--- config.mk ---
export PLATFORM = sky130hd
export DESIGN_NAME = vcap_top
export DESIGN_NICKNAME = d
export VERILOG_FILES = /design/src/rtl/vcap_pkg.sv /design/src/rtl/vcap_seq.sv /design/src/rtl/vcap_latch.sv /design/src/rtl/vcap_readout.sv /design/src/rtl/vcap_top.sv
export SDC_FILE = /design/constraint.sdc
export NUM_CORES = 1
export LEC_CHECK = 0
export ABC_AREA = 1
export BUFFER_PORTS_ARGS = -buffer_cell sky130_fd_sc_hd__buf_2
export CAP_MARGIN = 25
export CORE_UTILIZATION = 56
export DETAILED_ROUTE_END_ITERATION = 10
export GPL_TIMING_DRIVEN = 0
export PLACE_DENSITY = 0.94
export SLEW_MARGIN = 20
export SYNTH_ARGS = -nofsm -noshare
export SYNTH_HDL_FRONTEND = slang
export SYNTH_SLANG_ARGS = --single-unit
export TNS_END_PERCENT = 1
--- constraint.sdc ---
create_clock -name clk -period 3.2 [get_ports clk]
set_clock_uncertainty 0.15 [all_clocks]
set_input_delay 0.16 -clock clk [delete_from_list [all_inputs] [get_ports clk]]
set_output_delay 0.16 -clock clk [all_outputs]
set_load 0.05 [all_outputs]
--- src/rtl/vcap_pkg.sv ---
// Shared constants for the violation capture block.
package vcap_pkg;
    localparam int MAC_W  = 48;
    localparam int KIND_W = 4;
    localparam int OP_W   = 3;

    // Opcode that collects and clears the held fault.
    localparam logic [OP_W-1:0] OP_GET_CLR_VIOL = 3'b111;

    // Kind bit positions.
    localparam int K_FULL   = 0;
    localparam int K_MISS   = 1;
    localparam int K_MEMBER = 2;
    localparam int K_AGE    = 3;
endpackage

--- src/rtl/vcap_seq.sv ---
// Command sequencer: accepts a get-and-clear strobe while idle, holds busy
// for LAT cycles and flags the completing cycle.
// Assumes LAT >= 1 and that other opcodes are served elsewhere.
module vcap_seq
    import vcap_pkg::*;
#(
    parameter int LAT = 3
) (
    input  logic            clk,
    input  logic            rst_n,
    input  logic            go_i,
    input  logic [OP_W-1:0] op_i,
    output logic            busy_o,
    output logic            done_o
);
    localparam int CW = (LAT > 1) ? $clog2(LAT) : 1;

    logic [CW-1:0] cnt_q;
    logic          start;

    // Accept only the collecting opcode, and only while idle.
    assign start  = go_i && !busy_o && (op_i == OP_GET_CLR_VIOL);
    assign done_o = busy_o && (cnt_q == '0);

    // Busy flag and remaining-cycle counter.
    always_ff @(posedge clk) begin
        if (!rst_n) begin
            busy_o <= 1'b0;
            cnt_q  <= '0;
        end else if (start) begin
            busy_o <= 1'b1;
            cnt_q  <= CW'(LAT - 1);
        end else if (done_o) begin
            busy_o <= 1'b0;
        end else if (busy_o) begin
            cnt_q  <= cnt_q - 1'b1;
        end
    end

    // a accepted strobe raises busy on the next cycle
    a_r4_busy_start: assert property (@(posedge clk) disable iff (!rst_n)
        (go_i && !busy_o && op_i == OP_GET_CLR_VIOL) |=> busy_o);

    // a foreign opcode while idle starts nothing
    a_r9_foreign_op: assert property (@(posedge clk) disable iff (!rst_n)
        (!busy_o && !(go_i && op_i == OP_GET_CLR_VIOL)) |=> !busy_o);
endmodule

--- src/rtl/vcap_latch.sv ---
// First-fault latch: holds the first event and its context until a clear.
// Further events raise overflow. An event in the clear cycle becomes the
// new held fault. Assumes ev_kind_i is zero on cycles without an event.
module vcap_latch
    import vcap_pkg::*;
#(
    parameter int PV_W = 11,
    parameter int SP_W = 4
) (
    input  logic              clk,
    input  logic              rst_n,
    input  logic [KIND_W-1:0] ev_kind_i,
    input  logic [MAC_W-1:0]  ev_mac_i,
    input  logic [PV_W-1:0]   ev_pv_i,
    input  logic [SP_W-1:0]   ev_sp_i,
    input  logic              clr_i,
    output logic              pend_o,
    output logic              ovf_o,
    output logic [KIND_W-1:0] kind_o,
    output logic [MAC_W-1:0]  mac_o,
    output logic [PV_W-1:0]   pv_o,
    output logic [SP_W-1:0]   sp_o
);
    logic ev;
    logic take;

    assign ev   = |ev_kind_i;
    // Capture when the slot is free or is being freed this cycle.
    assign take = ev && (!pend_o || clr_i);

    // Pending and overflow state.
    always_ff @(posedge clk) begin
        if (!rst_n) begin
            pend_o <= 1'b0;
            ovf_o  <= 1'b0;
        end else if (clr_i) begin
            pend_o <= ev;
            ovf_o  <= 1'b0;
        end else if (ev) begin
            pend_o <= 1'b1;
            if (pend_o) ovf_o <= 1'b1;
        end
    end

    // Context registers of the held fault.
    always_ff @(posedge clk) begin
        if (!rst_n) begin
            kind_o <= '0;
            mac_o  <= '0;
            pv_o   <= '0;
            sp_o   <= '0;
        end else if (take) begin
            kind_o <= ev_kind_i;
            mac_o  <= ev_mac_i;
            pv_o   <= ev_pv_i;
            sp_o   <= ev_sp_i;
        end
    end

    // held details stay put while pending and not cleared
    a_r3_hold_ctx: assert property (@(posedge clk) disable iff (!rst_n)
        (pend_o && !clr_i) |=> ($stable(mac_o) && $stable(kind_o) && $stable(sp_o)));

    // a dropped event records overflow
    a_r3_overflow: assert property (@(posedge clk) disable iff (!rst_n)
        (pend_o && !clr_i && ev) |=> ovf_o);

    // an event during the clear keeps the slot occupied
    a_r7_coincide: assert property (@(posedge clk) disable iff (!rst_n)
        (clr_i && ev) |=> (pend_o && !ovf_o));
endmodule

--- src/rtl/vcap_readout.sv ---
// Readout registers shared with table operations: loaded on completion
// with the held fault, or with zeros when nothing is held.
module vcap_readout
    import vcap_pkg::*;
#(
    parameter int PV_W   = 11,
    parameter int SP_W   = 4,
    parameter int DATA_W = 16
) (
    input  logic              clk,
    input  logic              rst_n,
    input  logic              load_i,
    input  logic              pend_i,
    input  logic              ovf_i,
    input  logic [KIND_W-1:0] kind_i,
    input  logic [MAC_W-1:0]  mac_i,
    input  logic [PV_W-1:0]   pv_i,
    input  logic [SP_W-1:0]   sp_i,
    output logic [KIND_W-1:0] flags_o,
    output logic              ovf_o,
    output logic [DATA_W-1:0] data_o,
    output logic [MAC_W-1:0]  mac_o
);
    localparam int PAD_W = DATA_W - PV_W - SP_W;

    logic [DATA_W-1:0] word;

    // Data word layout: source port ID in the state slot, vector above.
    generate
        if (PAD_W > 0) begin : g_pad
            assign word = {{PAD_W{1'b0}}, pv_i, sp_i};
        end else begin : g_nopad
            assign word = {pv_i, sp_i};
        end
    endgenerate

    // Copy the held fault out when a collecting command completes.
    always_ff @(posedge clk) begin
        if (!rst_n) begin
            flags_o <= '0;
            ovf_o   <= 1'b0;
            data_o  <= '0;
            mac_o   <= '0;
        end else if (load_i) begin
            flags_o <= pend_i ? kind_i : '0;
            ovf_o   <= pend_i && ovf_i;
            data_o  <= pend_i ? word : '0;
            mac_o   <= pend_i ? mac_i : '0;
        end
    end

    // readout registers change only on a completion
    a_r9_readout_hold: assert property (@(posedge clk) disable iff (!rst_n)
        !load_i |=> ($stable(flags_o) && $stable(data_o) && $stable(mac_o)));
endmodule

--- src/rtl/vcap_top.sv ---
// Address table violation capture: first-fault latch, command sequencer
// for the get-and-clear opcode and the shared readout registers.
// Assumes event pulses last one cycle and carry valid context.
module vcap_top
    import vcap_pkg::*;
#(
    parameter int PV_W   = 11,
    parameter int SP_W   = 4,
    parameter int DATA_W = 16,
    parameter int LAT    = 3
) (
    input  logic              clk,
    input  logic              rst_n,
    input  logic [3:0]        ev_kind_i,
    input  logic [47:0]       ev_mac_i,
    input  logic [PV_W-1:0]   ev_portvec_i,
    input  logic [SP_W-1:0]   ev_spid_i,
    input  logic              cmd_go_i,
    input  logic [2:0]        cmd_op_i,
    output logic              busy_o,
    output logic [3:0]        vflags_o,
    output logic              vovf_o,
    output logic [DATA_W-1:0] data_o,
    output logic [47:0]       mac_o,
    output logic              irq_o
);
    logic              done;
    logic              pend;
    logic              ovf;
    logic [KIND_W-1:0] kind;
    logic [MAC_W-1:0]  hmac;
    logic [PV_W-1:0]   hpv;
    logic [SP_W-1:0]   hsp;

    vcap_seq #(.LAT(LAT)) u_seq (
        .clk(clk), .rst_n(rst_n), .go_i(cmd_go_i), .op_i(cmd_op_i),
        .busy_o(busy_o), .done_o(done)
    );

    vcap_latch #(.PV_W(PV_W), .SP_W(SP_W)) u_latch (
        .clk(clk), .rst_n(rst_n), .ev_kind_i(ev_kind_i), .ev_mac_i(ev_mac_i),
        .ev_pv_i(ev_portvec_i), .ev_sp_i(ev_spid_i), .clr_i(done),
        .pend_o(pend), .ovf_o(ovf), .kind_o(kind), .mac_o(hmac),
        .pv_o(hpv), .sp_o(hsp)
    );

    vcap_readout #(.PV_W(PV_W), .SP_W(SP_W), .DATA_W(DATA_W)) u_rd (
        .clk(clk), .rst_n(rst_n), .load_i(done), .pend_i(pend), .ovf_i(ovf),
        .kind_i(kind), .mac_i(hmac), .pv_i(hpv), .sp_i(hsp),
        .flags_o(vflags_o), .ovf_o(vovf_o), .data_o(data_o), .mac_o(mac_o)
    );

    // Interrupt follows the pending state.
    assign irq_o = pend;

    // the interrupt only rises after an event
    a_r2_irq_cause: assert property (@(posedge clk) disable iff (!rst_n)
        $rose(irq_o) |-> $past(ev_kind_i != '0));

    // the interrupt only falls at a completion
    a_r6_irq_clear: assert property (@(posedge clk) disable iff (!rst_n)
        $fell(irq_o) |-> $fell(busy_o));
endmodule

Word level (Yosys, flattened, before mapping). Index checks and enable logic that the tools add are counted.

$add $sub $neg: 1. Multipliers: 0. Divide/modulo/power cells: 0. Magnitude comparators: 0. Equal/unequal tests: 2. Shift operators: 0. Multiplexer cells: 10. Bitwise gates (word level): 2. Reductions and logical operators: 18.

Operators by type and width (number): 2-to-1 mux 48 bit (1); 2-to-1 mux 15 bit (1); 2-to-1 mux 2 bit (3); AND reduction 2 bit (3); nonzero test 2 bit (3); logical AND 1 bit (5); 2-to-1 mux 1 bit (4); 2-to-1 mux 4 bit (1); OR reduction 2 bit (2); OR reduction 4 bit (1); equality test 3 bit (second input constant) (1); logical NOT 1 bit (2); logical NOT 2 bit (1); != test 2 bit (second input constant) (1); inverter 1 bit (2); subtractor 2 x 1 -> 2 bit (second input constant) (1); logical OR 1 bit (1).

Register bits: 141. Bits in latches: 0. RAM bits: 0. Memory bits (read-only): 0. Input port bits: 73. Logic and storage cells: 46. Memories kept: 0.

Depth between registers and ports, before layout.
Depth after elaboration: 5. Gate-level depth with buffers: 9. Gate-level depth less buffers: 8.

By module. From an unflattened synthesis, not the netlist that was laid out.

Cells, all modules: 644. Area, all modules: 5356.4 µm².

Modules (own cells, without submodules): vcap_readout (times used 1, cells each 306, area an instance 2656.3 µm², sequential area each 1361.3 µm²); vcap_latch (times used 1, cells each 311, area an instance 2522.4 µm², sequential area each 1381.3 µm²); vcap_seq (times used 1, cells each 27, area an instance 177.7 µm², sequential area each 60.1 µm²).

Worst setup path after synthesis. No wires, ideal clock.

Path type: reg2reg. Start point: reg u_seq.busy_o. End point: reg u_latch.mac_o[45]. Setup time: 113 ps. Arrival: 1478 ps. Required time: 2937 ps. Setup slack: 1460 ps. Cell stages (with the launch flop): 8. Buffers on the path: 2. Cells stage by stage: dfxtp_1 nand2_2 nand2_2 buf_4 buf_4 nand3b_1 nand2_1 nor2_1.

Longest elaborated chain between the ends: 3.

Ends and longest elaborated chain: start, declared (RTL line vcap_seq.sv:13) `output logic busy_o,`; start signal, assigned (RTL line vcap_seq.sv:28) `busy_o <= 1'b0;`; start signal, assigned (RTL line vcap_seq.sv:31) `busy_o <= 1'b1;`; start signal, assigned (RTL line vcap_seq.sv:34) `busy_o <= 1'b0;`; logical AND 1 bit (RTL line vcap_seq.sv:23) `assign done_o = busy_o && (cnt_q == '0);`; logical OR 1 bit (RTL line vcap_latch.sv:29) `assign take = ev && (!pend_o || clr_i);`; logical AND 1 bit (RTL line vcap_latch.sv:29); end signal, assigned (RTL line vcap_latch.sv:54) `mac_o <= ev_mac_i;`; end, declared (RTL line vcap_latch.sv:20) `output logic [MAC_W-1:0] mac_o,`.

No other way between the ends. A chain may end at the register's enable or synchronous reset.

Final worst setup path.
Start point: reg u_seq.cnt_q[0]. End point: reg u_latch.kind_o[1].

Longest elaborated chain between the ends: 4.

Ends and longest elaborated chain: start, declared (RTL line vcap_seq.sv:18) `logic [CW-1:0] cnt_q;`; start signal, assigned (RTL line vcap_seq.sv:32) `cnt_q <= CW'(LAT - 1);`; start signal, assigned (RTL line vcap_seq.sv:36) `cnt_q <= cnt_q - 1'b1;`; logical NOT 2 bit (RTL line vcap_seq.sv:23); logical AND 1 bit (RTL line vcap_seq.sv:23); logical OR 1 bit (RTL line vcap_latch.sv:29); logical AND 1 bit (RTL line vcap_latch.sv:29); end signal, assigned (RTL line vcap_latch.sv:53) `kind_o <= ev_kind_i;`; end, declared (RTL line vcap_latch.sv:19) `output logic [KIND_W-1:0] kind_o,`.

No other way between the ends.

==> flow_summary.json <==
{
  "ys_seq_area_frac": 0.5184,
  "yosys_warnings": 0,
  "min_period_ps": 2359,
  "start_util": 0.5823,
  "cts_made_buffers": 17,
  "grt_overflow": 0,
  "routed_wl_um": 15400,
  "clock_latency_ps": 510,
  "clkSinkCount": 140,
  "grt_max_degree": 17,
  "area_growth_pct": 39.55,
  "status": "completed",
  "yosys_register_bits": 140,
  "syn_area_um2": 5406,
  "core_um2": 9284,
  "critPathArrivalTime_ps": 2660,
  "drt_iter0_drc": 277,
  "seqPwrFrac": 0.451,
  "slew_viol_final": 0,
  "wl_per_cell_um": 14.48,
  "hold_violations": 0,
  "rows": 35,
  "stdcell_area_um2": 7545,
  "pwr-share-comb": 0.104,
  "crit_slowest_cell": "dlygate4sd3_1",
  "hold_slack_ps": 101.5,
  "postCtsSetupBuffers": 0,
  "p_leak_uw": 0.003533,
  "min_period_over_period": 0.7371,
  "power_density_nw_per_um2": 548.4,
  "postRouteAntennaNets": 0,
  "dpl.hpwl_um": 9132,
  "required_ps": 3510,
  "synthArstFlopShare": 0,
  "grt_pass1_vias": 5276,
  "critPathKind": "flop to flop",
  "intPower_uw": 3134,
  "rsz0062_at_grt": "no",
  "drive_gt1_frac": 0.2173,
  "dr.pass1.iters": 6,
  "setup_viol": 0,
  "slowest_delay_ps": 550,
  "diodes": 0,
  "place_congestion": 0.7836,
  "finalWorstSetupSlack_ps": 841.3,
  "worstPathCellList": "inv_1 > ha_1 > nand2_2 > nand2_2 > buf_4 > buf_6 > nand2_1 > a21oi_1 > dlygate4sd3_1",
  "swShare": 0.2425,
  "cts_tree": "done",
  "synth_area_leaders": "dfxtp_1, nor2_1, nand3b_1",
  "yosysMostFrequentCell": "dfxtp_1",
  "dp_slack_ps": 1340,
  "yosysTopAreaCellShare": 0.5184,
  "crit_top_cell": "nand2_2",
  "ir_drop_uv": 444.3,
  "cts_resized": 0,
  "cts-root-buf": "clkbuf_8",
  "die_w_um": 100.3,
  "grt_pass1_wl_um": 24640,
  "cp-end-kind": "flop",
  "route.detailed.drc": 0,
  "dieHeight_um": 100.3,
  "syn_nets": 765,
  "hold_buffers": 71,
  "final_nets": 996,
  "clk_path_buf_depth": 2,
  "setup.worst_path.start_class": "flop",
  "synth_edf_count": 0,
  "antenna_found_initial": 0,
  "synth_largest_area_cell": "dfxtp_1",
  "clkPwrFrac": 0.446,
  "syn_inst": 691,
  "placed_cell_area_um2": 6274,
  "cts-htree-levels": 4,
  "portBuffers": 141,
  "grtUsageTotal": 0.3173,
  "max_slew_margin": 0.6545,
  "ys_top_cells_by_count": "dfxtp_1, nor2_1, nand2_1",
  "drv_cap": 0,
  "yosysUniqueCellTypes": 21,
  "io_pins": 144,
  "vias_per_cell": 5.078,
  "worstPathMaxFanout": 10,
  "clkTransAtPathRegs_ps": 60,
  "synthFlopType": "dfxtp_1",
  "hold_path.class": "primary input to flop",
  "tightest_slew_ps": 518.2,
  "syn_avg_cell_area_um2": 7.824,
  "num_vias": 5398,
  "fmax_ghz": 0.4240,
  "dieArea_um2": 10050,
  "tns_ps": 0,
  "power.switching_uw": 1003
}
stage by stage:
step,util,instances,power [uW]
final,0.8127,1063,4137
after global routing,0.8127,1063,4288
after CTS,0.8127,1063,4118
after detailed placement,0.6757,961,2238
after global placement,0.6757,961,2226
after floorplan,-,691,2132
path summary, 6_finish.rpt:
check             slack, ps                        endpoint                        start  cells after the start
setup / recovery        840  u_latch.kind_o[1]$_SDFFE_PN0P_  u_seq.cnt_q[0]$_SDFFE_PP0P_                      9
hold / removal          100     u_seq.cnt_q[0]$_SDFFE_PP0P_                        rst_n                      4
setup reg to reg        840  u_latch.kind_o[1]$_SDFFE_PN0P_  u_seq.cnt_q[0]$_SDFFE_PP0P_                      9
hold reg to reg         300      u_latch.ovf_o$_SDFFE_PP0P_   u_latch.ovf_o$_SDFFE_PP0P_                      2
layer usage:
layer,track usage,wire length (um),up-vias
li1,-,-,2656
met2,0.5748,7901,225
met1,0.3537,6231,2468
met3,0.07312,818,49
met4,0.1405,444,0
met5,0,0,-
power by group through the flow:
stage / clock network, uW / logic [uW] / registers [uW]
2_1_floorplan: 0 / 227 / 1910
4_1_cts: 1850 / 410 / 1860
5_1_grt: 1940 / 473 / 1870
3_5_place_dp: 0 / 340 / 1900
6_report: 1840 / 428 / 1860
3_3_place_gp: 0 / 331 / 1890
cells in the final DEF (no fill, tap or decap), types with 2 or more instances in the layout:
master / netlist / layout
clkbuf_8: 0 / 5
buf_6: 7 / 7
buf_1: 10 / 10
nor2_1: 130 / 130
dlygate4sd3_1: 0 / 71
nand3_1: 69 / 69
clkinvlp_4: 0 / 3
o21ai_0: 57 / 57
buf_2: 18 / 159
clkbuf_1: 12 / 14
inv_1: 75 / 75
inv_6: 0 / 2
clkbuf_16: 0 / 16
nand2_2: 3 / 3
buf_4: 3 / 3
dfxtp_1: 140 / 140
a21oi_1: 7 / 7
nand2_1: 79 / 79
nand3b_1: 63 / 63
o21ai_1: 12 / 12
state kept, by name (all words and copies together), names as in the netlist:
register / cells
u_latch.kind_o: 4
u_latch.mac_o: 48
u_latch.ovf_o: 1
u_latch.pend_o: 1
u_latch.pv_o: 11
u_latch.sp_o: 4
u_rd.data_o: 15
u_rd.flags_o: 4
u_rd.mac_o: 48
u_rd.ovf_o: 1
u_seq.busy_o: 1
u_seq.cnt_q: 2
kinds of logic after synthesis:
kind of cell,share of synthesized area
other,0.0006936
AND/OR/NAND/NOR,0.3032
buffers and inverters,0.1039
adder cells (fa/ha/maj),0.002314
AO/OA/AOI/OAI,0.07151
flip-flops,0.5184
layout make-up:
| type | instances | area (um^2) |
|---|---|---|
| Tap cell | 129 | 161.4 |
| Fill cell | 590 | 1739 |
| Timing Repair Buffer | 212 | 1416 |
| Buffer | 50 | 274.0 |
| Sequential cell | 140 | 2803 |
| Inverter | 76 | 287.8 |
| Clock inverter | 8 | 83.83 |
| Multi-Input combinational cell | 425 | 2042 |
| Clock buffer | 23 | 476.7 |
critical path, delay by kind of cell (launching register included):
kind,cells,cell delay [ps]
simple gates,3,460
flops,1,310
buf+inv,4,1020
compound gates,1,140
fa+ha+maj,1,210
No activity file was read; power rests on OpenSTA's default activity.
